File: src/rtl/acc_alu_pkg.sv
package acc_alu_pkg;

  typedef enum logic [3:0] {
    OP_NONE, OP_PASS, OP_AND, OP_OR, OP_XOR, OP_COM, OP_ADD, OP_SUB,
    OP_INC, OP_DEC, OP_RRC, OP_RLC, OP_SWAP, OP_BCLR, OP_BSET, OP_BTST
  } alu_op_e;

  typedef enum logic [1:0] {DST_NONE, DST_ACC, DST_REG} dst_e;

  localparam int FLAG_C  = 0;
  localparam int FLAG_DC = 1;
  localparam int FLAG_Z  = 2;

  typedef struct packed {
    alu_op_e    op;
    dst_e       dst;
    logic [2:0] upd;        // flags to update, {Z, DC, C}
    logic       skip_zero;  // skip when result is zero
    logic       test_pol;   // bit test: skip when bit equals this
    logic       src_lit;    // second operand is the literal
  } dec_t;

endpackage

File: src/rtl/acc_alu_decode.sv
module acc_alu_decode
  import acc_alu_pkg::*;
#(
  parameter int IW   = 13,
  parameter int RA_W = 6
) (
  input  logic [IW-1:RA_W] opc,
  output dec_t             dec
);

  always_comb begin
    dec           = '0;
    dec.op        = OP_NONE;
    dec.dst       = DST_NONE;
    if (!opc[IW-1]) begin
      if (opc[IW-2]) begin
        // bit class: clear, set, test
        unique case (opc[IW-3 -: 2])
          2'b00: begin dec.op = OP_BCLR; dec.dst = DST_REG; end
          2'b01: begin dec.op = OP_BSET; dec.dst = DST_REG; end
          default: begin
            dec.op       = OP_BTST;
            dec.test_pol = opc[IW-4];
          end
        endcase
      end else begin
        dec.dst = opc[RA_W] ? DST_REG : DST_ACC;
        unique case (opc[IW-3 -: 4])
          4'b0101: begin dec.op = OP_AND;  dec.upd = 3'b100; end
          4'b0110: begin dec.op = OP_XOR;  dec.upd = 3'b100; end
          4'b0111: begin dec.op = OP_ADD;  dec.upd = 3'b111; end
          4'b1000: begin dec.op = OP_PASS; dec.upd = 3'b100; end
          4'b1001: begin dec.op = OP_COM;  dec.upd = 3'b100; end
          4'b1010: begin dec.op = OP_INC;  dec.upd = 3'b100; end
          4'b1011: begin dec.op = OP_DEC;  dec.skip_zero = 1'b1; end
          4'b1100: begin dec.op = OP_RRC;  dec.upd = 3'b001; end
          4'b1101: begin dec.op = OP_RLC;  dec.upd = 3'b001; end
          4'b1110: begin dec.op = OP_SWAP; end
          4'b1111: begin dec.op = OP_INC;  dec.skip_zero = 1'b1; end
          default: begin dec.op = OP_NONE; dec.dst = DST_NONE; end
        endcase
      end
    end else if (opc[IW-2]) begin
      dec.src_lit = 1'b1;
      dec.dst     = DST_ACC;
      unique case (opc[IW-3 -: 3])
        3'b000: begin dec.op = OP_PASS; dec.upd = 3'b100; end
        3'b001: begin dec.op = OP_OR;   dec.upd = 3'b100; end
        3'b010: begin dec.op = OP_AND;  dec.upd = 3'b100; end
        3'b011: begin dec.op = OP_XOR;  dec.upd = 3'b100; end
        3'b101: begin dec.op = OP_SUB;  dec.upd = 3'b111; end
        3'b111: begin dec.op = OP_ADD;  dec.upd = 3'b111; end
        default: begin dec.op = OP_NONE; dec.dst = DST_NONE; dec.src_lit = 1'b0; end
      endcase
    end
  end

endmodule

File: src/rtl/acc_alu_adder.sv
module acc_alu_adder #(
  parameter int W = 8
) (
  input  logic [W-1:0] x,
  input  logic [W-1:0] y,
  input  logic         cin,
  output logic [W-1:0] sum,
  output logic         cout,
  output logic         hcout
);

  localparam int H  = W / 2;
  localparam int HU = W - H;

  logic [H:0]  lo;
  logic [HU:0] hi;

  always_comb begin
    lo    = {1'b0, x[H-1:0]} + {1'b0, y[H-1:0]} + {{H{1'b0}}, cin};
    hi    = {1'b0, x[W-1:H]} + {1'b0, y[W-1:H]} + {{HU{1'b0}}, lo[H]};
    sum   = {hi[HU-1:0], lo[H-1:0]};
    cout  = hi[HU];
    hcout = lo[H];
  end

endmodule

File: src/rtl/acc_alu_bitops.sv
module acc_alu_bitops
  import acc_alu_pkg::*;
#(
  parameter int W = 8
) (
  input  alu_op_e              op,
  input  logic [W-1:0]         b,
  input  logic                 cin,
  input  logic [$clog2(W)-1:0] idx,
  output logic [W-1:0]         res,
  output logic                 cout,
  output logic                 tbit
);

  localparam int H    = W / 2;
  localparam int IDXW = $clog2(W);

  logic [W-1:0] onehot;

  for (genvar g = 0; g < W; g++) begin : g_sel
    assign onehot[g] = (idx == IDXW'(g));
  end

  always_comb begin
    res  = b;
    cout = 1'b0;
    case (op)
      OP_RRC:  begin res = {cin, b[W-1:1]}; cout = b[0];   end
      OP_RLC:  begin res = {b[W-2:0], cin}; cout = b[W-1]; end
      OP_SWAP: res = {b[H-1:0], b[W-1:H]};
      OP_BCLR: res = b & ~onehot;
      OP_BSET: res = b | onehot;
      default: res = b;
    endcase
    tbit = |(b & onehot);
  end

endmodule

File: src/rtl/acc_alu.sv
module acc_alu
  import acc_alu_pkg::*;
#(
  parameter int DW   = 8,
  parameter int IW   = 13,
  parameter int RA_W = 6
) (
  input  logic          clk,
  input  logic          rst,
  input  logic [IW-1:0] instr,
  input  logic [DW-1:0] acc_in,
  input  logic [DW-1:0] reg_in,
  input  logic          carry_in,
  output logic [DW-1:0] result,
  output logic          wr_acc,
  output logic          wr_reg,
  output logic          z_out,
  output logic          dc_out,
  output logic          c_out,
  output logic [2:0]    flag_mask,
  output logic          skip_req
);

  localparam int IDXW = $clog2(DW);

  dec_t            dec;
  logic [DW-1:0]   opnd;
  logic [DW-1:0]   add_x, add_y, add_sum;
  logic            add_ci, add_co, add_hco;
  logic [DW-1:0]   bit_res;
  logic            bit_co, bit_t;
  logic [DW-1:0]   res_nx;
  logic            carry_nx, zero_nx, skip_nx, any_wr;

  acc_alu_decode #(.IW(IW), .RA_W(RA_W)) u_dec (
    .opc (instr[IW-1:RA_W]),
    .dec (dec)
  );

  assign opnd = dec.src_lit ? instr[DW-1:0] : reg_in;

  always_comb begin
    add_x  = acc_in;
    add_y  = opnd;
    add_ci = 1'b0;
    case (dec.op)
      OP_SUB: begin add_x = opnd; add_y = ~acc_in; add_ci = 1'b1; end
      OP_INC: begin add_x = opnd; add_y = '0;      add_ci = 1'b1; end
      OP_DEC: begin add_x = opnd; add_y = '1;      add_ci = 1'b0; end
      default: ;
    endcase
  end

  acc_alu_adder #(.W(DW)) u_add (
    .x     (add_x),
    .y     (add_y),
    .cin   (add_ci),
    .sum   (add_sum),
    .cout  (add_co),
    .hcout (add_hco)
  );

  acc_alu_bitops #(.W(DW)) u_bit (
    .op   (dec.op),
    .b    (opnd),
    .cin  (carry_in),
    .idx  (instr[RA_W +: IDXW]),
    .res  (bit_res),
    .cout (bit_co),
    .tbit (bit_t)
  );

  always_comb begin
    case (dec.op)
      OP_PASS:                          res_nx = opnd;
      OP_AND:                           res_nx = acc_in & opnd;
      OP_OR:                            res_nx = acc_in | opnd;
      OP_XOR:                           res_nx = acc_in ^ opnd;
      OP_COM:                           res_nx = ~opnd;
      OP_ADD, OP_SUB, OP_INC, OP_DEC:   res_nx = add_sum;
      OP_RRC, OP_RLC, OP_SWAP,
      OP_BCLR, OP_BSET:                 res_nx = bit_res;
      default:                          res_nx = '0;
    endcase
    carry_nx = ((dec.op == OP_ADD) || (dec.op == OP_SUB)) ? add_co : bit_co;
    zero_nx  = (res_nx == '0);
    skip_nx  = (dec.skip_zero & zero_nx) |
               ((dec.op == OP_BTST) & (bit_t == dec.test_pol));
    any_wr   = (dec.dst != DST_NONE);
  end

  always_ff @(posedge clk) begin
    if (rst) begin
      result    <= '0;
      wr_acc    <= 1'b0;
      wr_reg    <= 1'b0;
      z_out     <= 1'b0;
      dc_out    <= 1'b0;
      c_out     <= 1'b0;
      flag_mask <= '0;
      skip_req  <= 1'b0;
    end else begin
      result    <= any_wr ? res_nx : '0;
      wr_acc    <= (dec.dst == DST_ACC);
      wr_reg    <= (dec.dst == DST_REG);
      z_out     <= dec.upd[FLAG_Z]  & zero_nx;
      dc_out    <= dec.upd[FLAG_DC] & add_hco;
      c_out     <= dec.upd[FLAG_C]  & carry_nx;
      flag_mask <= dec.upd;
      skip_req  <= skip_nx;
    end
  end

endmodule

File: config.mk
export PLATFORM = sky130hd
export DESIGN_NAME = acc_alu
export DESIGN_NICKNAME = d
export VERILOG_FILES = /design/src/rtl/acc_alu_pkg.sv /design/src/rtl/acc_alu_decode.sv /design/src/rtl/acc_alu_adder.sv /design/src/rtl/acc_alu_bitops.sv /design/src/rtl/acc_alu.sv
export SDC_FILE = /design/constraint.sdc
export NUM_CORES = 1
export LEC_CHECK = 0
export ABC_AREA = 0
export BUFFER_PORTS_ARGS = -buffer_cell sky130_fd_sc_hd__clkbuf_2
export CAP_MARGIN = 20
export CORE_MARGIN = 2
export CORE_UTILIZATION = 35
export DETAILED_ROUTE_END_ITERATION = 10
export SLEW_MARGIN = 20
export SYNTH_ARGS = -nofsm -noshare
export SYNTH_HDL_FRONTEND = slang
export SYNTH_HIERARCHICAL = 1
export SYNTH_SLANG_ARGS = --single-unit
File: constraint.sdc
create_clock -name clk -period 8.1 [get_ports clk]
set_input_delay 1.62 -clock clk [delete_from_list [all_inputs] [get_ports clk]]
set_output_delay 1.62 -clock clk [all_outputs]
set_load 0.02 [all_outputs]
# ---- Word-level counts from Yosys, hierarchy flattened
# Cells that the tools add are included.
dict set report word_totals {
  regBits 17
  inputBits 32
  output_inout_bits 17
  word_cells 119
}
dict set report classes {
  n_addsub 4
  eq_ne 42
  muxes 28
  n_bitwise 16
  n_reduce_logical 21
}
# op count
set ops {}
lappend ops {{equality test 4 bit (second input constant)} 16}
lappend ops {{case mux 8 bit (7 select lines)} 1}
lappend ops {{case mux 4 bit (10 select lines)} 1}
lappend ops {{case mux 8 bit (5 select lines)} 1}
lappend ops {{equality test 4 x 3 -> 1 bit (second input constant)} 7}
lappend ops {{AND 8 bit} 3}
lappend ops {{NOT 8 bit} 3}
lappend ops {{case mux 8 bit (3 select lines)} 1}
lappend ops {{equality test 3 bit (second input constant)} 6}
lappend ops {{two-way mux 9 bit} 2}
lappend ops {{case mux 3 bit (6 select lines)} 1}
lappend ops {{two-way mux 8 bit} 2}
lappend ops {{bitwise OR 8 bit} 2}
lappend ops {{OR reduction 2 bit} 7}
lappend ops {{equality test 3 x 2 -> 1 bit (second input constant)} 4}
lappend ops {{OR reduction 11 bit} 1}
lappend ops {{adder 4 x 4 -> 5 bit} 2}
lappend ops {{adder 5 x 1 -> 5 bit} 2}
lappend ops {{OR reduction 5 bit} 2}
lappend ops {{two-way mux 1 bit} 9}
lappend ops {{case mux 3 bit (3 select lines)} 1}
lappend ops {{equality test 4 x 2 -> 1 bit (second input constant)} 2}
lappend ops {{logical NOT 8 bit} 1}
lappend ops {{two-way mux 2 bit} 4}
lappend ops {{22 further kinds} 30}

# ---- Logic depth before layout (Yosys ltp)
# Gate-level depths: netlist of the first run.
dict set report logic_depth {
  ltp_word 15
  depth_mapped 26
  mapped_depth_nobuf 24
}

# ---- By module
# Netlist of the first run, hierarchy kept.
# module n_inst cells_each area_per_inst_um2 seq_area_each_um2
set by_module_without_submodules {}
lappend by_module_without_submodules {acc_alu 1 253 1901.8 340.3}
lappend by_module_without_submodules {acc_alu_bitops 1 78 568.0 0.0}
lappend by_module_without_submodules {acc_alu_decode 1 52 335.3 0.0}
lappend by_module_without_submodules {acc_alu_adder 1 33 287.8 0.0}

# ---- Worst setup path after synthesis of the first run
# No wires, ideal clock.
dict set report synth_path {
  kind {input-to-reg}
  from {in instr[11]}
  to {reg z_out}
  setup_time_ps 87
  arrival_time_ps 6542
  setup_slack_ps 1471
  path_stages 23
  n_path_buf 3
  path_cell_list {buf_2 inv_1 o32ai_1 buf_2 nand2_1 o22ai_1 clkbuf_1 a21oi_1 inv_1 fa_1 inv_1 fa_1 a21o_2 a21o_1 fa_1 a21o_1 a21oi_2 xnor2_1 a22oi_1 o22ai_1 nor4b_2 nand4_1 nor4b_2}
}
# item line_no
set synth_lines {}
lappend synth_lines {{start: declaration} acc_alu.sv:10} ;# input logic [IW-1:0] instr,
lappend synth_lines {{end signal: assignment} acc_alu.sv:106} ;# z_out <= dec.upd[FLAG_Z] & zero_nx;
lappend synth_lines {{end: declaration} acc_alu.sv:17} ;# output logic z_out,

==> impl_metrics.csv, run 1 <==
group,metric,value,unit
layout,largest_reg_flops,8,
worst_setup_path,crit_start,"instr[8]",
worst_setup_path,slowest_stage,"nor2b_1",
grt,overflow,0,
yosys,yosys_warnings,6,
timing,slew_violations,0,
clocking,clk_pin_slew_worst_paths,60,ps
clocking,clock-sinks,17,
clocking,htreeDepth,1,
timing,finalCritPeriodShare,0.880,
grt,gr-usage-all-layers,0.196,
detailed_routing,postRouteAntennaNets,0,
timing,finalSetupTns,0,ps
worst_hold_path,hold_path_class,"input pin to register",
layout,fillers,925,
yosys,synth_edf_count,0,
detailed_routing,drc,0,
layout,stdcell_count,554,
yosys,ys_seq_area_frac,0.110,
worst_hold_path,hp-start,"rst",
worst_setup_path,cp-start-kind,"input pin",
timing,fmax,0.140,GHz
layout,n_antenna_cell,0,
die,start_util,0.358,
power,cellLeakagePower,1.55,nW
place,dpl_cell_area,3380,um2
yosys,syn_inst,416,
clocking,clockBufferDepth,2,
die,boundaryPins,49,
power,ir_drop,0.0477,mV
layout,final_nets,505,
worst_setup_path,arrival,7290,ps
detailed_routing,dr.pass1.iters,6,
layout,most-common-layout-cells,"48 x clkbuf_2, 40 x nor2_1, 31 x inv_1, 30 x nand2_1",
clocking,cts_tree,"yes",
worst_setup_path,criticalPathCategory,"input pin to register",
detailed_routing,drtIter0Drc,408,
detailed_routing,wl_per_cell,17.6,um
layout,area_growth,10.6,%
place,io_buffers,48,
timing,min_period,7130,ps
layout,final_area,3420,um2
layout,top_register,"result",
yosys,postSynthAreaPerCell,7.44,um2
timing,tightest_slew,875,ps
detailed_routing,via_per_inst,6.07,
place,place_congestion,0.870,
grt,antenna_found_initial,0,
place,placed_cells,550,
power,powerDensity,128,nW/um2
die,die-height,98.0,um
worst_setup_path,endpoint,"z_out$_SDFF_PP0_",
power,p_total,0.000438,W
yosys,synth_cell_types,72,
detailed_routing,vias,3361,
worst_setup_path,cp_data_required_time,8260,ps
die,die_x,98.0,um
clocking,root_buffer,"clkbuf_8",
timing,setup_viol,0,
yosys,synth-async-reset-ratio,0,
worst_setup_path,path_max_fanout,26,
layout,largest_registers,"result x8, flag_mask x3",
layout,final_layout_size_suffix_gt1_frac,0.191,
clocking,cts_setup_buffers,0,
grt,grt_max_degree,47,
timing,slew_headroom,0.414,
yosys,syn-cell-area,3090,um2
place,hpwl,7390,um
run_status,outcome,"complete, no violations",
die,die_area,9600,um2
clocking,hold_buffers,0,
clocking,post_cts_resized,0,
timing,finalHoldViolations,0,
worst_setup_path,critPathMaxStageDelay,630,ps
clocking,cts_buffers,3,
timing,grt_setup_unrepaired,"false",
yosys,synth_seq_cells,17,
worst_setup_path,endpoint_kind,"register",
yosys,synth_flop_cell,"dfxtp_1",
grt,grt_pass1_wl,15600,um
die,rows,34,
job,drv_cap,0,
layout,layout_commonest_cell,"clkbuf_2",
yosys,syn-num-nets,474,
die,core_area,8640,um2
detailed_routing,wl,9740,um
grt,grt_pass1_vias,2953,
worst_setup_path,crit_chain,"clkbuf_2 -> and2b_1 -> o21ai_0 -> o221ai_2 -> nor2b_1 -> o21ai_1 -> a222oi_1 -> inv_1 -> fa_1 -> inv_1 -> fa_1 -> a21o_2 -> a21o_1 -> fa_1 -> inv_1 -> fa_1 -> inv_1 -> a22oi_1 -> nor2_1 -> a2111oi_1 -> nand4_1 -> nor4b_2",
==> worst min-delay path by stage <==
stage | to | cells past startpoint
final | flag_mask[2]$_SDFF_PP0_ | 2
after global routing | wr_acc$_SDFF_PP0_ | 2
after CTS | flag_mask[2]$_SDFF_PP0_ | 2
after detailed placement | flag_mask[2]$_SDFF_PP0_ | 2
after global placement | flag_mask[2]$_SDFF_PP0_ | 2
after floorplan | z_out$_SDFF_PP0_ | 1
==> critical path: cells and delay by family <==
kind            cells  cell delay, ps
fa+ha+maj           4            1330
simple gates        5            1420
buf+inv             5             710
compound gates      8            2190
==> power by group <==
part           internal (W)  leakage [nW]  switching (W)
registers         0.0000884         0.138     0.00000122
clock network     0.0000341        0.0255      0.0000274
logic              0.000111          1.38       0.000176
==> layer usage <==
layer,vias up,GRT usage,share of wire
li1,1608,-,-
met1,1580,0.284,0.46
met2,151,0.302,0.45
met3,22,0.0200,0.063
met4,0,0.0641,0.027
met5,-,0,0
==> cells in the mapped netlist (4+ instances only) <==
library cell   n  area share
o211a_1        8       0.026
buf_2         11       0.018
a21o_1        10       0.024
dfxtp_1       17        0.11
o211ai_1       6       0.015
a31oi_1        7       0.014
inv_1         31       0.038
xor2_1         5       0.014
a222oi_1      15       0.049
nor2_1        40       0.049
nor2b_1       14       0.028
o21ai_1        7       0.011
fa_1           4       0.026
a22oi_1        9       0.022
xnor2_1        4       0.011
a21oi_1       17       0.028
nand3b_1       6       0.015
nand4_1        7       0.014
buf_6          7       0.025
mux2i_1        8       0.026
ha_1          22       0.089
nor3_1         6      0.0097
nand2_1       30       0.036
nor3b_1        7       0.017
o21ai_0       22       0.036
nand3_1        6      0.0097
clkbuf_1      11       0.013
==> through the flow <==
stage                     hold WS, ps  utilization  setup slack, ps
after floorplan                  1690            -             1470
after global placement           1930        0.391              954
after detailed placement         1930        0.391              826
after CTS                        1670        0.396             1030
after global routing             1690        0.396              407
final                            1680        0.396              974
==> area by class of cell <==
| class | count | area (um2) | share of cell area |
|---|---|---|---|
| clock buffers | 3 | 41.3 | 0.0121 |
| clock inverters | 1 | 5.00 | 0.00146 |
| inverters | 34 | 128 | 0.0373 |
| multi-input cells | 332 | 2450 | 0.716 |
| flip-flops and latches | 17 | 340 | 0.0995 |
| well taps | 108 | 135 | 0.0395 |
| repair buffers | 59 | 323 | 0.0943 |
==> kinds of logic (layout without fill, tap and decap cells) <==
group | Yosys count | count (layout) | synth area share
mux | 15 | 15 | 0.0595
buf+inv | 67 | 97 | 0.104
compound gates | 138 | 138 | 0.326
xor+xnor | 9 | 9 | 0.0255
simple gates | 144 | 144 | 0.260
fa+ha+maj | 26 | 26 | 0.115
flops | 17 | 17 | 0.110
(Power assumes the default switching activity.)
==> run 2, diff against run 1 <==
- SYNTH_HIERARCHICAL: 1 -> not set
==> run 2 against run 1 <==
Effect of this change:
- utilization up 1.1 points
- routed wire length decreased by 18%
- hold slack improved by 20 ps
- die area is 20% lower
- clock power shrank 4.6%
- via count decreased by 16%
- area after synthesis decreased by 21%
- design area down 19%
- critical path type unchanged
- highest routed layer unchanged
==> impl_metrics.csv, run 2 <==
group,metric,value,unit
die,die_area,7670,um2
detailed_routing,vias,2812,
layout,most-common-layout-cells,"48 x clkbuf_2, 28 x nor2_1, 26 x nand2_1, 22 x ha_1, 21 x inv_1",
timing,tightest_slew,1110,ps
detailed_routing,drc,0,
yosys,yosys_warnings,0,
job,drv_cap,0,
worst_setup_path,endpoint_kind,"register",
detailed_routing,via_per_inst,6.06,
yosys,synth_top_area_frac,0.139,
die,core_area,6790,um2
worst_setup_path,cp_common_cell,"fa_1",
worst_setup_path,slowest_stage,"and3_1",
timing,finalSetupTns,0,ps
yosys,ys_seq_area_frac,0.139,
timing,min_period,5890,ps
detailed_routing,postRouteAntennaNets,0,
power,switching_share,0.388,
timing,slew_violations,0,
detailed_routing,drtIter0Drc,384,
clocking,cts_setup_buffers,0,
power,p_comb_frac,0.480,
yosys,synth_compound_area_frac,0.292,
yosys,syn-cell-area,2450,um2
clocking,post_cts_resized,0,
worst_setup_path,cp-start-kind,"input pin",
yosys,syn-num-nets,394,
clocking,htreeDepth,1,
clocking,hold_buffers,0,
layout,final_area,2770,um2
layout,final_layout_size_suffix_gt1_frac,0.182,
power,p_sw,0.000109,W
power,p_total,0.000281,W
clocking,root_buffer,"clkbuf_8",
layout,area_growth,13.1,%
die,die-height,87.6,um
yosys,synth_cell_types,66,
layout,final_nets,427,
clocking,cts_tree,"yes",
detailed_routing,wl_per_cell,17.2,um
die,boundaryPins,49,
yosys,synth_fa_ha_area_frac,0.145,
timing,finalCritPeriodShare,0.728,
detailed_routing,wl,7990,um
yosys,synthTopCellsByCount,"28 x nor2_1, 26 x nand2_1, 22 x ha_1",
power,pwr-share-seq,0.311,
detailed_routing,dr.pass1.iters,5,
grt,overflow,0,
place,io_buffers,48,
die,die_x,87.6,um
timing,timing.final.ws_setup,2210,ps
grt,grt_max_degree,33,
place,dpl_cell_area,2720,um2
grt,grt_pass1_wl,12600,um
worst_setup_path,path_max_fanout,24,
grt,gr-usage-all-layers,0.208,
clocking,clockBufferDepth,2,
power,internal_power,0.000172,W
grt,antenna_found_initial,0,
timing,setup_viol,0,
layout,layout_commonest_cell,"clkbuf_2",
yosys,synth_mux_area_frac,0.0246,
layout,largest_registers,"result x8, flag_mask x3",
place,dp_slack,2000,ps
yosys,synth_edf_count,0,
layout,top_register,"result",
worst_hold_path,hold_path_class,"input pin to register",
yosys,ys_top_cells_by_area,"dfxtp_1 14%, ha_1 11%, nor2_1 4.3%",
timing,slew_headroom,0.260,
timing,grt_setup_unrepaired,"false",
power,powerDensity,102,nW/um2
timing,finalHoldViolations,0,
place,place_congestion,0.912,
yosys,synth_seq_cells,17,
clocking,clk_pin_slew_worst_paths,60,ps
die,rows,30,
yosys,synth_xor_area_frac,0.0107,
yosys,synth_top_family_by_area,"simple AND/OR/NAND/NOR gates",
clocking,cts_buffers,3,
layout,n_antenna_cell,0,
worst_setup_path,critPathMaxStageDelay,730,ps
worst_setup_path,criticalPathCategory,"input pin to register",
yosys,postSynthAreaPerCell,7.28,um2
worst_setup_path,crit_chain,"clkbuf_2 -> nor2_1 -> o21ai_0 -> o21ai_0 -> and3_1 -> o21ai_0 -> fa_1 -> inv_1 -> fa_1 -> a21o_1 -> a21oi_1 -> fa_1 -> fa_1 -> xnor2_1 -> nand2_1 -> o2111a_1 -> nand3_1 -> nor2_1 -> and4_1",
run_status,outcome,"complete, no violations",
worst_setup_path,arrival,6080,ps
yosys,yosys.area_share.simple,0.316,
power,p_clk_frac,0.209,
yosys,synth_top_cell_by_area,"dfxtp_1",
yosys,yosysMostFrequentCell,"nor2_1",
yosys,synth-async-reset-ratio,0,
die,start_util,0.360,
layout,largest_reg_flops,8,
grt,grt_pass1_vias,2499,
yosys,synth_flop_cell,"dfxtp_1",
worst_setup_path,cp_data_required_time,8290,ps
yosys,syn_inst,336,
clocking,clock-sinks,17,
power,cellLeakagePower,1.24,nW
timing,fmax,0.170,GHz
place,hpwl,6110,um
power,ir_drop,0.0426,mV
timing,worst_hold_slack,1700,ps
==> run 2: changes by cell type after synthesis, sizes merged, moves of 6 or more <==
cell	delta
o22a	+6
inv	-10
nand3	+11
a21o	-7
a22oi	-8
mux2i	-8
buf	-15
and2	+14
nor2b	-6
o21ai	-7
a222oi	-9
nor3b	-7
nor2	-12
o211a	-6
==> run 2: per-stage QoR <==
stage           util  std cells
2_1_floorplan      -        336
3_3_place_gp   0.400        460
3_5_place_dp   0.400        460
4_1_cts        0.407        464
5_1_grt        0.407        464
6_report       0.407        464
==> run 2: layout make-up <==
class / count / area (um2)
Clock buffer: 3 / 41.3
Clock inverter: 1 / 5.00
Inverter: 24 / 90.1
Tap cell: 96 / 120
Timing Repair Buffer: 48 / 240
Sequential cell: 17 / 340
Fill cell: 743 / 4030
Multi-Input combinational cell: 275 / 1930
==> run 2: path summary, 6_finish.rpt <==
| path | startpoint | depth (start not counted) | endpoint | slack (ps) |
|---|---|---|---|---|
| worst min-delay path | rst | 2 | wr_reg$_SDFF_PP0_ | 1700 |
| worst max-delay path | instr[12] | 19 | z_out$_SDFF_PP0_ | 2210 |
==> run 2: worst max-delay path: cells and delay by family <==
family	cells	cell delay, ps
XOR/XNOR	1	140
AO/OA/AOI/OAI	6	890
adder cells (fa/ha/maj)	4	1510
buffers and inverters	2	280
AND/OR/NAND/NOR	6	1640
==> run 2: power by group through the flow <==
stage | clock [W] | combinational [W] | sequential, W
after floorplan | 0 | 0.0000903 | 0.0000937
after global placement | 0 | 0.000131 | 0.0000894
after detailed placement | 0 | 0.000132 | 0.0000894
after CTS | 0.0000606 | 0.000133 | 0.0000876
after global routing | 0.0000651 | 0.000150 | 0.0000878
final | 0.0000587 | 0.000135 | 0.0000876
==> run 2: logic make-up (layout without fill, tap and decap cells) <==
| kind of cell | Yosys count | count (layout) |
|---|---|---|
| DFF | 17 | 17 |
| and+or+nand+nor | 142 | 142 |
| buffers and inverters | 44 | 76 |
| AOI/OAI and AO/OA | 100 | 100 |
| xor gates and xnor gates | 3 | 3 |
| adders and majority gates | 26 | 26 |
| muxes | 4 | 4 |
==> run 2: metal layers <==
layer,part of all wire,GRT usage,vias to the layer above
met3,0.092,0.0217,35
met4,0.044,0.112,0
met2,0.44,0.320,177
met5,0,0,-
met1,0.42,0.284,1290
li1,-,-,1310
